<file path="config.mk">
export PLATFORM = sky130hd
export DESIGN_NAME = txn_order_queue
export DESIGN_NICKNAME = d
export VERILOG_FILES = /design/src/rtl/txn_order_queue.sv
export SDC_FILE = /design/constraint.sdc
export NUM_CORES = 1
export LEC_CHECK = 0
export ABC_CLOCK_PERIOD_IN_PS = 9400
export BUFFER_PORTS_ARGS = -buffer_cell sky130_fd_sc_hd__clkbuf_2
export CORE_MARGIN = 5
export CORE_UTILIZATION = 35
export CTS_CLUSTER_DIAMETER = 60
export CTS_CLUSTER_SIZE = 10
export DETAILED_ROUTE_END_ITERATION = 12
export PLACE_DENSITY_LB_ADDON = 0.25
export SLEW_MARGIN = 15
export SYNTH_ARGS = -nofsm -noshare
export SYNTH_HDL_FRONTEND = slang
export SYNTH_SLANG_ARGS = --single-unit
</file>
<file path="constraint.sdc">
create_clock -name clk -period 9.4 [get_ports clk]
set_input_delay 1.41 -clock clk [delete_from_list [all_inputs] [get_ports clk]]
set_output_delay 1.41 -clock clk [all_outputs]
set_load 0.01 [all_outputs]
</file>
<file path="src/rtl/txn_order_queue.sv">
module txn_order_queue #(
  parameter int DW = 32,
  parameter int SW = 8,
  parameter int PW_DEPTH = 4,
  parameter int RD_DEPTH = 2,
  parameter int WR_DEPTH = 2
) (
  input  logic          clk,
  input  logic          rst_n,
  input  logic          pw_valid,
  input  logic [DW-1:0] pw_data,
  output logic          pw_ready,
  input  logic          rd_valid,
  input  logic [DW-1:0] rd_data,
  output logic          rd_ready,
  input  logic          wr_valid,
  input  logic [DW-1:0] wr_data,
  output logic          wr_ready,
  output logic          iss_valid,
  output logic [1:0]    iss_class,
  output logic [DW-1:0] iss_data,
  input  logic          res_valid,
  input  logic          res_retry
);
  localparam logic [1:0] C_PW = 2'd0, C_RD = 2'd1, C_WR = 2'd2, C_NONE = 2'd3;
  localparam int PA = PW_DEPTH > 1 ? $clog2(PW_DEPTH) : 1;
  localparam int RA = RD_DEPTH > 1 ? $clog2(RD_DEPTH) : 1;
  localparam int WA = WR_DEPTH > 1 ? $clog2(WR_DEPTH) : 1;
  localparam int PC = $clog2(PW_DEPTH + 1);
  localparam int RC = $clog2(RD_DEPTH + 1);
  localparam int WC = $clog2(WR_DEPTH + 1);

  function automatic logic older(input logic [SW-1:0] a, input logic [SW-1:0] b);
    logic [SW-1:0] d;
    d = a - b;
    return d[SW-1];
  endfunction

  logic [SW+DW-1:0] pw_q [PW_DEPTH];
  logic [SW+DW-1:0] rd_q [RD_DEPTH];
  logic [SW+DW-1:0] wr_q [WR_DEPTH];
  logic [PA-1:0] pw_wp, pw_rp;
  logic [RA-1:0] rd_wp, rd_rp;
  logic [WA-1:0] wr_wp, wr_rp;
  logic [PC-1:0] pw_cnt;
  logic [RC-1:0] rd_cnt;
  logic [WC-1:0] wr_cnt;
  logic [SW-1:0] seq, iss_stamp;
  logic [1:0]    defer;

  assign pw_ready = pw_cnt != PC'(PW_DEPTH);
  assign rd_ready = rd_cnt != RC'(RD_DEPTH);
  assign wr_ready = wr_cnt != WC'(WR_DEPTH);

  wire pw_in = pw_valid && pw_ready;
  wire rd_in = rd_valid && rd_ready;
  wire wr_in = wr_valid && wr_ready;
  wire [SW-1:0] pw_st = seq;
  wire [SW-1:0] rd_st = seq + SW'(pw_in);
  wire [SW-1:0] wr_st = seq + SW'(pw_in) + SW'(rd_in);

  wire [SW-1:0] pw_hs = pw_q[pw_rp][SW+DW-1:DW];
  wire [SW-1:0] rd_hs = rd_q[rd_rp][SW+DW-1:DW];
  wire [SW-1:0] wr_hs = wr_q[wr_rp][SW+DW-1:DW];

  wire pw_av = pw_cnt != '0;
  wire rd_av = rd_cnt != '0 && !(pw_av && older(pw_hs, rd_hs));
  wire wr_av = wr_cnt != '0 && !(pw_av && older(pw_hs, wr_hs));

  logic [1:0] pick;
  always_comb begin
    if (pw_av)                pick = C_PW;
    else if (rd_av && wr_av) begin
      if (defer == C_RD)      pick = C_WR;
      else if (defer == C_WR) pick = C_RD;
      else                    pick = older(rd_hs, wr_hs) ? C_RD : C_WR;
    end
    else if (rd_av)           pick = C_RD;
    else if (wr_av)           pick = C_WR;
    else                      pick = C_NONE;
  end

  wire done   = iss_valid && res_valid;
  wire pw_pop = done && !res_retry && iss_class == C_PW;
  wire rd_pop = done && !res_retry && iss_class == C_RD;
  wire wr_pop = done && !res_retry && iss_class == C_WR;

  always_ff @(posedge clk) begin
    if (!rst_n) begin
      pw_wp <= '0; pw_rp <= '0; pw_cnt <= '0;
      rd_wp <= '0; rd_rp <= '0; rd_cnt <= '0;
      wr_wp <= '0; wr_rp <= '0; wr_cnt <= '0;
      seq <= '0; defer <= C_NONE;
      iss_valid <= 1'b0; iss_class <= C_PW; iss_data <= '0; iss_stamp <= '0;
    end else begin
      seq <= seq + SW'(pw_in) + SW'(rd_in) + SW'(wr_in);
      if (pw_in) begin
        pw_q[pw_wp] <= {pw_st, pw_data};
        pw_wp <= (pw_wp == PA'(PW_DEPTH-1)) ? '0 : pw_wp + 1'b1;
      end
      if (rd_in) begin
        rd_q[rd_wp] <= {rd_st, rd_data};
        rd_wp <= (rd_wp == RA'(RD_DEPTH-1)) ? '0 : rd_wp + 1'b1;
      end
      if (wr_in) begin
        wr_q[wr_wp] <= {wr_st, wr_data};
        wr_wp <= (wr_wp == WA'(WR_DEPTH-1)) ? '0 : wr_wp + 1'b1;
      end
      if (pw_pop) pw_rp <= (pw_rp == PA'(PW_DEPTH-1)) ? '0 : pw_rp + 1'b1;
      if (rd_pop) rd_rp <= (rd_rp == RA'(RD_DEPTH-1)) ? '0 : rd_rp + 1'b1;
      if (wr_pop) wr_rp <= (wr_rp == WA'(WR_DEPTH-1)) ? '0 : wr_rp + 1'b1;
      pw_cnt <= pw_cnt + PC'(pw_in) - PC'(pw_pop);
      rd_cnt <= rd_cnt + RC'(rd_in) - RC'(rd_pop);
      wr_cnt <= wr_cnt + WC'(wr_in) - WC'(wr_pop);

      if (done) begin
        iss_valid <= 1'b0;
        if (iss_class != C_PW) defer <= res_retry ? iss_class : C_NONE;
      end else if (!iss_valid && pick != C_NONE) begin
        iss_valid <= 1'b1;
        iss_class <= pick;
        case (pick)
          C_PW:    {iss_stamp, iss_data} <= pw_q[pw_rp];
          C_RD:    {iss_stamp, iss_data} <= rd_q[rd_rp];
          default: {iss_stamp, iss_data} <= wr_q[wr_rp];
        endcase
      end
    end
  end
endmodule


</file>
==> results of run 1 <==
## critical path: stages
cell	delay, ns
sky130_fd_sc_hd__clkbuf_2	0.07
sky130_fd_sc_hd__and2_1	0.30
sky130_fd_sc_hd__ha_1	0.38
sky130_fd_sc_hd__ha_1	0.48
sky130_fd_sc_hd__inv_2	0.10
sky130_fd_sc_hd__or4_1	0.52
sky130_fd_sc_hd__nand4_1	0.27
sky130_fd_sc_hd__nand4b_1	0.20
sky130_fd_sc_hd__nor4_1	0.30
sky130_fd_sc_hd__mux2i_1	0.21
## how the worst min path moves through the flow
stage                     startpoint   endpoint  slack (ns)  cells past startpoint
final                       pw_wp[1]   pw_wp[1]        0.50                      2
after global routing           wr_rp  flip-flop        0.56                      2
after CTS                   pw_wp[1]   pw_wp[1]        0.51                      2
after detailed placement    pw_wp[1]   pw_wp[1]        0.50                      2
after global placement      pw_wp[1]   pw_wp[1]        0.50                      2
after floorplan             pw_wp[1]   pw_wp[1]        0.47                      2
## power by group through the flow
stage / Combinational [mW] / Clock (mW) / Sequential (mW)
after floorplan: 0.601 / 0 / 2.02
after detailed placement: 0.932 / 0 / 2.04
after global placement: 0.921 / 0 / 2.04
after CTS: 0.934 / 1.48 / 2.01
after global routing: 1.02 / 1.55 / 2.03
final: 0.918 / 1.44 / 2.01
## per-layer routing
layer  vias to the layer above  part of all wire
met2                       182              0.47
met4                         8             0.019
li1                       3854                 -
met5                         -            0.0015
met1                      4105              0.45
met3                        51             0.057
## sequential cells by signal (all words and copies together) (netlist names), 3 cells and up, named ones only
register / count
wr_q: 80
pw_cnt: 3
rd_q: 80
iss_data: 32
pw_st: 8
pw_q: 128
## kinds of logic (layout without fill, tap and decap cells)
logic type               after synthesis  after routing  synth area share
flip-flops                           352            352             0.685
adder cells (fa/ha/maj)               26             26            0.0227
other                                  0              2                 0
AO/OA/AOI/OAI                        159            159            0.0868
buffers and inverters                 71            253            0.0219
XOR/XNOR                              24             24            0.0150
multiplexers                         118            118             0.115
AND/OR/NAND/NOR                      157            157            0.0532
## area by class of cell
class	instances	share of cell area
flip-flops and latches	352	0.584
multi-input cells	484	0.252
clock buffers	72	0.0697
repair buffers	158	0.0492
well taps	532	0.0392
inverters	20	0.00442
clock inverters	3	0.00110
diodes	2	0.000294
## cells in the final DEF (no fill, tap or decap), drive strengths merged, types with 2 or more instances in the layout
master	instances
mux2	64
and2	12
edfxtp	288
clkbuf	212
nor2b	2
nand4	6
and3	11
a22o	31
mux2i	22
o22ai	2
maj3	2
xnor2	14
mux4	32
xor2	10
a31oi	2
a21boi	3
dfxtp	64
buf	18
nand4b	2
or4	2
nor3	7
clkinv	2
ha	23
o21ai	70
nor4	3
nand2b	5
inv	21
or3	2
nand2	55
nor2	32
a21oi	10
nand3	11
nor4b	2
o221ai	33
diode	2
## metrics by stage
stage | power, mW | utilization | hold slack, ns
2_1_floorplan | 2.62 | - | 0.469
3_3_place_gp | 2.96 | 0.386 | 0.497
3_5_place_dp | 2.97 | 0.386 | 0.497
4_1_cts | 4.43 | 0.415 | 0.505
5_1_grt | 4.60 | 0.415 | 0.557
6_report | 4.37 | 0.415 | 0.498
==> summary.txt, run 1 <==
Critical path
  – Register-to-register setup slack: approximately 5.7 ns
  – Required time of the critical path: 9.87 ns
  – Worst R2R Path Depth: 11
  – Highest net fanout along the worst path: 11
  – Start point of the critical path: pw_valid
  – Worst flop-to-flop path endpoint: iss_data[0]
  – Endpoint of the most critical setup path: pw_st[7]
  – Critical path capture point type: flip-flop
  – Setup crit start kind: input pin
  – Worst endpoint data arrival time: around 4.3 ns
  – Crit Path Category: input pin to flip-flop

Global route
  – Antenna violations before repair: 6
  – Layer with the highest usage after global routing: met2
  – Overall track demand over capacity in global routing: 0.151
  – Global Route met3 Usage: 0.0414
  – GRT met1 Usage: 0.207
  – Total grt overflow: 0
  – Met2 track demand over resource in global routing: 0.239
  – First-pass GRT wire length: around 52000 um
  – Vias in the first global route: just over 8000
  – Pin count of the biggest net entering global routing: 52

Logic synthesis
  – Commonest cells in the synthesized netlist: 288 x sky130_fd_sc_hd__edfxtp_1, 67 x sky130_fd_sc_hd__o21ai_0, 64 x sky130_fd_sc_hd__dfxtp_1, 62 x sky130_fd_sc_hd__mux2_2, 55 x sky130_fd_sc_hd__nand2_1
  – Cell type contributing the most total cell area after synthesis: sky130_fd_sc_hd__edfxtp_1
  – Library cell with the highest instance count after synthesis: sky130_fd_sc_hd__edfxtp_1
  – Share of synthesized flip-flops with an asynchronous set or reset: 0
  – Count of mapped cells out of synthesis: between 900 and 1000
  – Average instance area after synthesis: about 16 sq um
  – Distinct cell type count after synthesis: 59
  – Flip-flop cell with the highest count after synthesis: sky130_fd_sc_hd__edfxtp_1
  – Net count of the mapped netlist: ~1000
  – Number of flip-flops and latches in the synthesized netlist: 352
  – Top cells by area, synth: sky130_fd_sc_hd__edfxtp_1 60%, sky130_fd_sc_hd__dfxtp_1 8.8%, sky130_fd_sc_hd__mux4_2 5.0%
  – Share of the yosys chip area belonging to registers: 0.685
  – Number of warnings issued by yosys: 0
  – Post-Syn Area: 14500 sq um
  – Area share of the largest cell type after synthesis: 0.597
  – Number of enable-type register cells in the synthesized netlist: 288

Finish
  – Summed area of non-filler cells in the final layout: about 17000 sq um
  – Area growth from synthesis to layout: 17.3%
  – Final cell count without fillers: 1623
  – Fill cell total of the finished layout: about 3800
  – Footprint of the multi-input gates: roughly 4300 sq um
  – Storage element area: slightly below 10000 sq um
  – Share of cells above drive strength 1: 0.318
  – Net total in the final layout: 1184

Clock tree
  – Setup bufs post-CTS: 0
  – Quantity of gates resized following cts: 0
  – Bufs on Longest Clock Path: 3
  – CTS H-Tree Depth: 2
  – Number of hold buffers added after CTS: 0
  – TritonCTS sink count: around 350
  – Clock tree from TritonCTS: built
  – Clock latency of the later-clocked register in the worst-skew pair: approximately 0.54 ns
  – Root Buffer Master: sky130_fd_sc_hd__clkbuf_16
  – Number of buffers created by CTS: 41
  – Clk slew on worst S/H paths: roughly 0.05 ns

STA
  – Number of endpoints failing setup at the final stage: 0
  – Worst clock skew: about 0.013 ns
  – Setup TNS: 0 ns
  – Final critical-path required period: 3.79 ns
  – Period Utilization, post-route: 0.403
  – Maximum operating frequency: around 260 MHz
  – Number of endpoints with negative hold slack in the final report: 0
  – Setup slack after layout: approximately 5.6 ns
  – Final Max Tran Viols: 0
  – Slew of the pin with the lowest slew margin: 0.939 ns
  – Worst max-slew margin expressed relative to the limit: 0.368
  – Unrepaired setup endpoints after global routing: false

Floorplan
  – Initial Utilization: 0.354
  – Number of I/O pins: 141
  – Horizontal die dimension: around 210 um
  – Die area: 45600 sq um
  – Die Ht: around 210 um
  – Area of the core: about 41000 sq um
  – Num rows: 74

Route
  – DRC violations left: 0
  – Number of nets with antenna violations after routing: 0
  – Detail-routed via count per cell: 5.05
  – Detail-routed net length per standard cell: around 21 um
  – Iteration-0 DRC count of the detailed router: between 500 and 600
  – First-pass detailed-route iteration total: 5
  – Detailed-route via count: just over 8000
  – Overall routed net length: about 35000 um

Placement
  – HPWL after detailed placement: roughly 22000 um
  – Number of cells in the design after placement: around 1500
  – Instance area at placement: between 15000 and 20000 sq um
  – Setup slack at placement: ~5 ns
  – Final GP Congestion: roughly 0.75
  – I/O Buffers: 140

Power and ir drop
  – Share of power burned in combinational logic: 0.210
  – Max IR drop VDD: roughly 0.13 mV
  – Cell Int Power: 3.08 mW
  – Power Dens Cells: ~260 nW/um^2
  – Proportion of total power due to net switching: 0.294
  – Switching power of the nets: around 1.3 mW
  – Clock network fraction of total power: 0.330
  – Cell leakage power: between 5 and 6 nW
  – Sequential cell fraction of total power: 0.460

Outcome
  – Result of the run: finished clean

Job
  – Max Cap Violations: 0

Hold path
  – Type of the worst min-delay path: flip-flop to flip-flop
No activity file was read; power rests on OpenSTA's default activity.
==> run 2, diff against run 1 <==
ABC_AREA = 1   (was not set)
ABC_CLOCK_PERIOD_IN_PS = 3300   (was 9400)
clock period = 3.3 ns   (was 9.4 ns; I/O delays follow)
==> run 2 against run 1 <==
Worst hold slack got worse by 0.35 ns. Sequential power rose to 3.0 times the previous value. Combinational power rose to 4.1 times the previous value. Synthesized cell count rose by 49%. Non-clock buffer count rose by 12. Final cell count rose by 32%. Critical endpoint is now iss_data[12]. Largest cell class unchanged.
==> summary.txt, run 2 <==
Critical path
  – Setup crit start kind: flip-flop
  – Cell family with the largest share of critical-path delay: simple AND/OR/NAND/NOR gates
  – Register-to-register setup slack: between 0.2 and 0.3 ns
  – Delay contributed by the slowest stage of the critical path: ~0.5 ns
  – Worst R2R Path Depth: 17
  – Worst endpoint data arrival time: roughly 3.5 ns
  – Worst flop-to-flop path endpoint: iss_data[12]
  – Most common cell on crit path: sky130_fd_sc_hd__nand2_1
  – Slowest cell on crit path: sky130_fd_sc_hd__dfxtp_2
  – Crit Path Category: flip-flop to flip-flop
  – Number of buffers and inverters on the critical path: 2
  – Critical path capture point type: flip-flop
  – Highest net fanout along the worst path: 17
  – Cells along the critical path: inv_4 > o21ai_0 > o22ai_1 > ha_1 > nand2_1 > nor2_1 > a211oi_1 > nand2_1 > nand2_1 > nand3_1 > nand2_1 > nor2_2 > nor2_4 > nand3_1 > nand3_1 > nand2_1 > inv_1
  – WP depth: 17
  – Required time of the critical path: ~3.8 ns

Placement
  – Setup slack at placement: between 0.02 and 0.03 ns
  – HPWL after detailed placement: 25900 um
  – I/O Buffers: 140
  – Final GP Congestion: 0.802

STA
  – Worst clock skew: 0.0126 ns
  – Tightest hold margin: between 0.1 and 0.15 ns
  – Final Max Tran Viols: 0
  – Number of endpoints failing setup at the final stage: 0
  – Unrepaired setup endpoints after global routing: false
  – Number of endpoints with negative hold slack in the final report: 0
  – Worst max-slew margin expressed relative to the limit: 0.539
  – Period Utilization, post-route: 0.915
  – Final critical-path required period: between 3 and 4 ns
  – Slew of the pin with the lowest slew margin: between 0.6 and 0.7 ns
  – Maximum operating frequency: around 330 MHz
  – Setup slack after layout: ~0.28 ns

Job
  – Max Cap Violations: 0

Route
  – Detail-routed via count per cell: about 4.8
  – Number of nets with antenna violations after routing: 0
  – DRC violations left: 0
  – Iteration-0 DRC count of the detailed router: between 600 and 700
  – Detail-routed net length per standard cell: between 15 and 20 um
  – Overall routed net length: 39900 um
  – Detailed-route via count: just over 10000
  – First-pass detailed-route iteration total: 6

Logic synthesis
  – Number of flip-flops and latches in the synthesized netlist: between 300 and 400
  – Net count of the mapped netlist: approximately 1500
  – Share of synthesized flip-flops with an asynchronous set or reset: 0
  – Count of mapped cells out of synthesis: between 1000 and 1500
  – Library cell with the highest instance count after synthesis: sky130_fd_sc_hd__edfxtp_1
  – Cell type contributing the most total cell area after synthesis: sky130_fd_sc_hd__edfxtp_1
  – Distinct cell type count after synthesis: 37
  – Number of warnings issued by yosys: 0
  – Share of the yosys chip area belonging to registers: 0.683
  – Average instance area after synthesis: ~12 sq um
  – Number of enable-type register cells in the synthesized netlist: 320
  – Post-Syn Area: ~16000 sq um
  – Top cells by area, synth: sky130_fd_sc_hd__edfxtp_1 60%, sky130_fd_sc_hd__dfxtp_1 8.0%, sky130_fd_sc_hd__nor2_1 6.4%
  – Flip-flop cell with the highest count after synthesis: sky130_fd_sc_hd__edfxtp_1
  – Area share of the largest cell type after synthesis: 0.603
  – Commonest cells in the synthesized netlist: 320 x sky130_fd_sc_hd__edfxtp_1, 272 x sky130_fd_sc_hd__nor2_1, 147 x sky130_fd_sc_hd__nand2_1, 97 x sky130_fd_sc_hd__o21ai_0, 95 x sky130_fd_sc_hd__inv_1

Floorplan
  – Die area: around 50000 sq um
  – Initial Utilization: 0.353
  – Num rows: a little under 80
  – Number of I/O pins: around 140
  – Horizontal die dimension: around 220 um
  – Area of the core: 45200 sq um
  – Die Ht: around 220 um

Clock tree
  – TritonCTS sink count: 384
  – Clock tree from TritonCTS: built
  – Root Buffer Master: sky130_fd_sc_hd__clkbuf_16
  – Clk slew on worst S/H paths: around 0.060 ns
  – Clock latency of the later-clocked register in the worst-skew pair: 0.54 ns
  – CTS H-Tree Depth: 2
  – Number of buffers created by CTS: 44
  – Bufs on Longest Clock Path: 3

Hold path
  – Cell count of the worst hold path: 1
  – Hold wc startpoint: rd_data[25]
  – Worst min-delay path endpoint: rd_q[0][25]
  – Type of the worst min-delay path: input pin to flip-flop

Finish
  – Most common cell after layout, fill and taps aside: sky130_fd_sc_hd__edfxtp_1
  – Registers with the most flip-flops: pw_q: 160 flops, rd_q: 80 flops, wr_q: 80 flops
  – Post-Route Utilization: 0.415
  – Top reg by flops: pw_q
  – Area growth from synthesis to layout: 17.7%
  – Commonest non-fill, non-tap cells in the layout: 320 x sky130_fd_sc_hd__edfxtp_1, 264 x sky130_fd_sc_hd__nor2_1, 147 x sky130_fd_sc_hd__nand2_1, 140 x sky130_fd_sc_hd__clkbuf_2, 97 x sky130_fd_sc_hd__o21ai_0
  – Share of cells above drive strength 1: 0.203
  – Net total in the final layout: 1651
  – Fill cell total of the finished layout: ~4200
  – Flip-flop count of the largest register, all copies and words added: 160

Global route
  – GRT met1 Usage: 0.229
  – Pin count of the biggest net entering global routing: between 60 and 70
  – Met2 track demand over resource in global routing: 0.240
  – Total grt overflow: 0
  – Layer with the highest usage after global routing: met2
  – First-pass GRT wire length: ~60000 um
  – Overall track demand over capacity in global routing: 0.155
  – Antenna violations before repair: 3
  – Global Route met3 Usage: 0.0287
  – Vias in the first global route: between 10000 and 15000

Power and ir drop
  – Power Dens Cells: approximately 760 nW/um^2
  – Cell leakage power: around 7.3 nW
  – Max IR drop VDD: between 0.3 and 0.4 mV

Outcome
  – Result of the run: finished clean
[run 2: what timing repair did]
action | 4_1_cts | 5_1_grt
endpoints found under the setup margin | 0 | 35
setup buffers | 0 | 1
hold endpoints to repair | 0 | 0
resized for setup | 0 | 3
hold buffers | 0 | 0
[run 2: cell families (layout without fill, tap and decap cells)]
group / after synthesis / in the layout / synth area share
simple gates: 516 / 517 / 0.131
flops: 384 / 384 / 0.683
compound gates: 168 / 168 / 0.0553
buf+inv: 163 / 354 / 0.0425
mux: 71 / 71 / 0.0496
fa+ha+maj: 36 / 36 / 0.0287
xor+xnor: 17 / 17 / 0.0103
other cells: 0 / 2 / 0
[run 2: per-layer routing]
metal	wire length [um]	share of wire	vias up
met1	19100	0.48	5024
li1	-	-	4986
met4	619	0.015	0
met3	2170	0.054	44
met5	0	0	-
met2	18000	0.45	254
[run 2: final cells by class]
cell class | instances | area, sq um | area share
antenna | 2 | 5.00 | 0.000267
multi-input combinational | 809 | 4460 | 0.238
timing repair buffer | 170 | 976 | 0.0520
inverter | 103 | 389 | 0.0207
clock buffer | 79 | 1260 | 0.0674
sequential | 384 | 10900 | 0.581
clock inverter | 2 | 17.5 | 0.000934
tap | 600 | 751 | 0.0400
[run 2: worst max path at each step]
stage	end	slack [ns]
floorplan	rd_q[1][0]	-0.84
global placement	iss_data[31]	0.08
detailed placement	iss_data[17]	0.03
CTS	iss_data[17]	0.004
global route	iss_data[1]	0.01
finish	iss_data[12]	0.28
[run 2: where the power goes]
group          internal, mW  total (mW)  leakage (nW)  switching (mW)
combinational          1.17        3.74          3.21            2.57
sequential             5.83        6.11          3.47           0.279
clock                  2.57        4.38         0.610            1.81
total                  9.57        14.2          7.28            4.65
[run 2: worst register-to-register path, cell delays in order, from the launching register on]
cell and delay [ns]:
sky130_fd_sc_hd__dfxtp_2 0.51, sky130_fd_sc_hd__inv_4 0.13, sky130_fd_sc_hd__o21ai_0 0.17, sky130_fd_sc_hd__o22ai_1 0.16, sky130_fd_sc_hd__ha_1 0.34, sky130_fd_sc_hd__nand2_1 0.10
sky130_fd_sc_hd__nor2_1 0.05, sky130_fd_sc_hd__a211oi_1 0.24, sky130_fd_sc_hd__nand2_1 0.10, sky130_fd_sc_hd__nand2_1 0.07, sky130_fd_sc_hd__nand3_1 0.09, sky130_fd_sc_hd__nand2_1 0.09
sky130_fd_sc_hd__nor2_2 0.08, sky130_fd_sc_hd__nor2_4 0.47, sky130_fd_sc_hd__nand3_1 0.14, sky130_fd_sc_hd__nand3_1 0.12, sky130_fd_sc_hd__nand2_1 0.06, sky130_fd_sc_hd__inv_1 0.04
[run 2: per-stage QoR]
stage	setup TNS, ns	cell area (sq um)	total power, mW	instances
floorplan	-67.21	15900	8.45	1355
global placement	0	17400	9.89	2064
detailed placement	0	17400	9.93	2064
CTS	0	18700	14.3	2145
global route	0	18800	15.1	2147
finish	0	18800	14.2	2149
==> run 3, diff against run 2 <==
==> constraint.sdc (replaced) <==
create_clock -name clk -period 3.3 [get_ports clk]
set_input_delay 0.99 -clock clk [delete_from_list [all_inputs] [get_ports clk]]
set_output_delay 0.99 -clock clk [all_outputs]
set_load 0.01 [all_outputs]
==> run 3 against run 2 <==
Non-clock buffer count up 23. Worst hold slack better by 0.30 ns. Core utilization up 0.76 points. Total power up 1.6%. Via count up 1.3%. Setup slack worse by 0.046 ns. Critical path depth up 6. First-iteration DRC count up 12%. Die area unchanged.
==> summary.txt, run 3 (same netlist as run 2, synthesis figures left out) <==
Power and ir drop
  – Proportion of total power due to net switching: 0.327
  – Sequential cell fraction of total power: 0.422
  – Switching power of the nets: roughly 4.7 mW
  – Clock network fraction of total power: 0.311
  – Share of power burned in combinational logic: 0.266
  – Cell Int Power: between 9 and 10 mW
  – Post-route total power: between 10 and 15 mW
  – Cell leakage power: about 7.4 nW
  – Power Dens Cells: about 760 nW/um^2
  – Max IR drop VDD: just over 0.4 mV

Critical path
  – Highest net fanout along the worst path: 31
  – Delay contributed by the slowest stage of the critical path: around 0.44 ns
  – Number of buffers and inverters on the critical path: 8
  – Most common cell on crit path: sky130_fd_sc_hd__nand2_1
  – Required time of the critical path: between 3 and 4 ns
  – Slowest cell on crit path: sky130_fd_sc_hd__dfxtp_2
  – Cells along the critical path: inv_4 > o21ai_0 > o22ai_1 > buf_4 > ha_1 > a21oi_1 > nor2_1 > a211oi_1 > buf_4 > nand2_1 > nand2_1 > nand3_1 > buf_4 > nand2_1 > inv_2 > o21ai_2 > nand2_2 > inv_2 > buf_12 > nand2_1 > nand3_1 > nand2_1 > inv_1
  – Setup crit start kind: flip-flop
  – Worst flop-to-flop path endpoint: iss_data[6]
  – Critical path capture point type: flip-flop
  – Worst endpoint data arrival time: 3.56 ns
  – Cell family with the largest share of critical-path delay: buffers and inverters
  – Crit Path Category: flip-flop to flip-flop
  – Register-to-register setup slack: between 0.2 and 0.25 ns
  – Worst R2R Path Depth: 23

Finish
  – Top reg by flops: pw_q
  – Most common cell after layout, fill and taps aside: sky130_fd_sc_hd__edfxtp_1
  – Area growth from synthesis to layout: 19.8%
  – Registers with the most flip-flops: pw_q: 160 flops, rd_q: 80 flops, wr_q: 80 flops
  – Commonest non-fill, non-tap cells in the layout: 320 x sky130_fd_sc_hd__edfxtp_1, 264 x sky130_fd_sc_hd__nor2_1, 147 x sky130_fd_sc_hd__nand2_1, 140 x sky130_fd_sc_hd__clkbuf_2, 96 x sky130_fd_sc_hd__o21ai_0
  – Flip-flop count of the largest register, all copies and words added: between 150 and 200
  – Final cell count without fillers: 2175
  – Share of cells above drive strength 1: 0.217
  – Net total in the final layout: about 1700
  – Post-Route Utilization: 0.423

Route
  – Overall routed net length: ~41000 um
  – Number of nets with antenna violations after routing: 0
  – Detail-routed net length per standard cell: approximately 19 um
  – First-pass detailed-route iteration total: 5
  – DRC violations left: 0
  – Detail-routed via count per cell: 4.80
  – Iteration-0 DRC count of the detailed router: 748
  – Detailed-route via count: 10440

Placement
  – HPWL after detailed placement: 26400 um
  – Setup slack at placement: -0.115 ns
  – Number of cells in the design after placement: around 2100
  – Final GP Congestion: 0.839
  – I/O Buffers: between 100 and 150

STA
  – Setup TNS: 0 ns
  – Slew of the pin with the lowest slew margin: 1.14 ns
  – Final critical-path required period: between 3 and 4 ns
  – Final Max Tran Viols: 0
  – Worst clock skew: 0.0151 ns
  – Maximum operating frequency: ~330 MHz
  – Unrepaired setup endpoints after global routing: false
  – Period Utilization, post-route: 0.929
  – Number of endpoints with negative hold slack in the final report: 0
  – Setup slack after layout: 0.234 ns
  – Number of endpoints failing setup at the final stage: 0
  – Worst max-slew margin expressed relative to the limit: 0.237

Global route
  – First-pass GRT wire length: between 60000 and 70000 um
  – Total grt overflow: 0
  – Antenna violations before repair: 2
  – Overall track demand over capacity in global routing: 0.163
  – Pin count of the biggest net entering global routing: 41
  – Vias in the first global route: about 11000

Hold path
  – Cell count of the worst hold path: 1
  – Type of the worst min-delay path: flip-flop to flip-flop
  – Hold wc startpoint: rd_rp
  – Worst min-delay path endpoint: rd_rp

Floorplan
  – Number of I/O pins: 141
  – Initial Utilization: 0.353
  – Area of the core: ~45000 sq um
  – Horizontal die dimension: roughly 220 um
  – Die area: between 40000 and 50000 sq um
  – Die Ht: ~220 um
  – Num rows: 78

Clock tree
  – Clk slew on worst S/H paths: roughly 0.050 ns
  – Number of buffers created by CTS: 46
  – TritonCTS sink count: ~380
  – Clock tree from TritonCTS: built
  – Bufs on Longest Clock Path: 3
  – CTS H-Tree Depth: 2
  – Root Buffer Master: sky130_fd_sc_hd__clkbuf_16
  – Clock latency of the later-clocked register in the worst-skew pair: about 0.56 ns

Job
  – Max Cap Violations: 0

Outcome
  – Result of the run: finished clean
## run 3: power groups by stage
stage | logic [mW] | registers [mW] | clock network [mW]
floorplan | 2.23 | 6.22 | 0
global placement | 3.81 | 6.19 | 0
detailed placement | 3.85 | 6.20 | 0
CTS | 3.89 | 6.10 | 4.64
global route | 4.31 | 6.15 | 4.86
finish | 3.85 | 6.10 | 4.50
## run 3: worst max path at each step
stage | startpoint | to | slack [ns] | cells after the start
3_5_place_dp | flip-flop | iss_data[5] | -0.12 | 17
2_1_floorplan | rst_n | rd_q[0][0] | -0.19 | 3
4_1_cts | flip-flop | iss_data[31] | 0.05 | 17
6_report | flip-flop | iss_data[6] | 0.23 | 23
5_1_grt | flip-flop | iss_data[6] | 0.006 | 23
3_3_place_gp | flip-flop | iss_data[6] | -0.13 | 17
## run 3: area by class of cell
cell class                      instances  area [sq um]
Fill cell                            4237         26100
Sequential cell                       384         10900
Multi-Input combinational cell        809          4470
Clock buffer                           78          1280
Timing Repair Buffer                  193          1260
Tap cell                              600           751
Inverter                              103           389
Clock inverter                          6          47.5
Antenna cell                            2          5.00
## run 3: repair_timing
item	in CTS	in global routing
gates cloned	1	0
resized for setup	1	3
endpoints found under the setup margin	33	33
pin swaps	0	2
setup buffers	0	6
hold buffers	0	0
## run 3: metrics by stage
stage                     hold slack [ns]  area [sq um]
after CTS                           0.451         19000
after floorplan                     0.425         16000
after global routing                0.459         19100
final                               0.450         19100
after detailed placement            0.448         17700
after global placement              0.439         17700
## run 3: routing by layer
metal	GRT usage	share of wire	up-vias
met1	0.212	0.43	5072
met3	0.0339	0.058	59
met4	0.0484	0.027	0
met2	0.276	0.49	263
met5	0	0	-
li1	-	-	5046
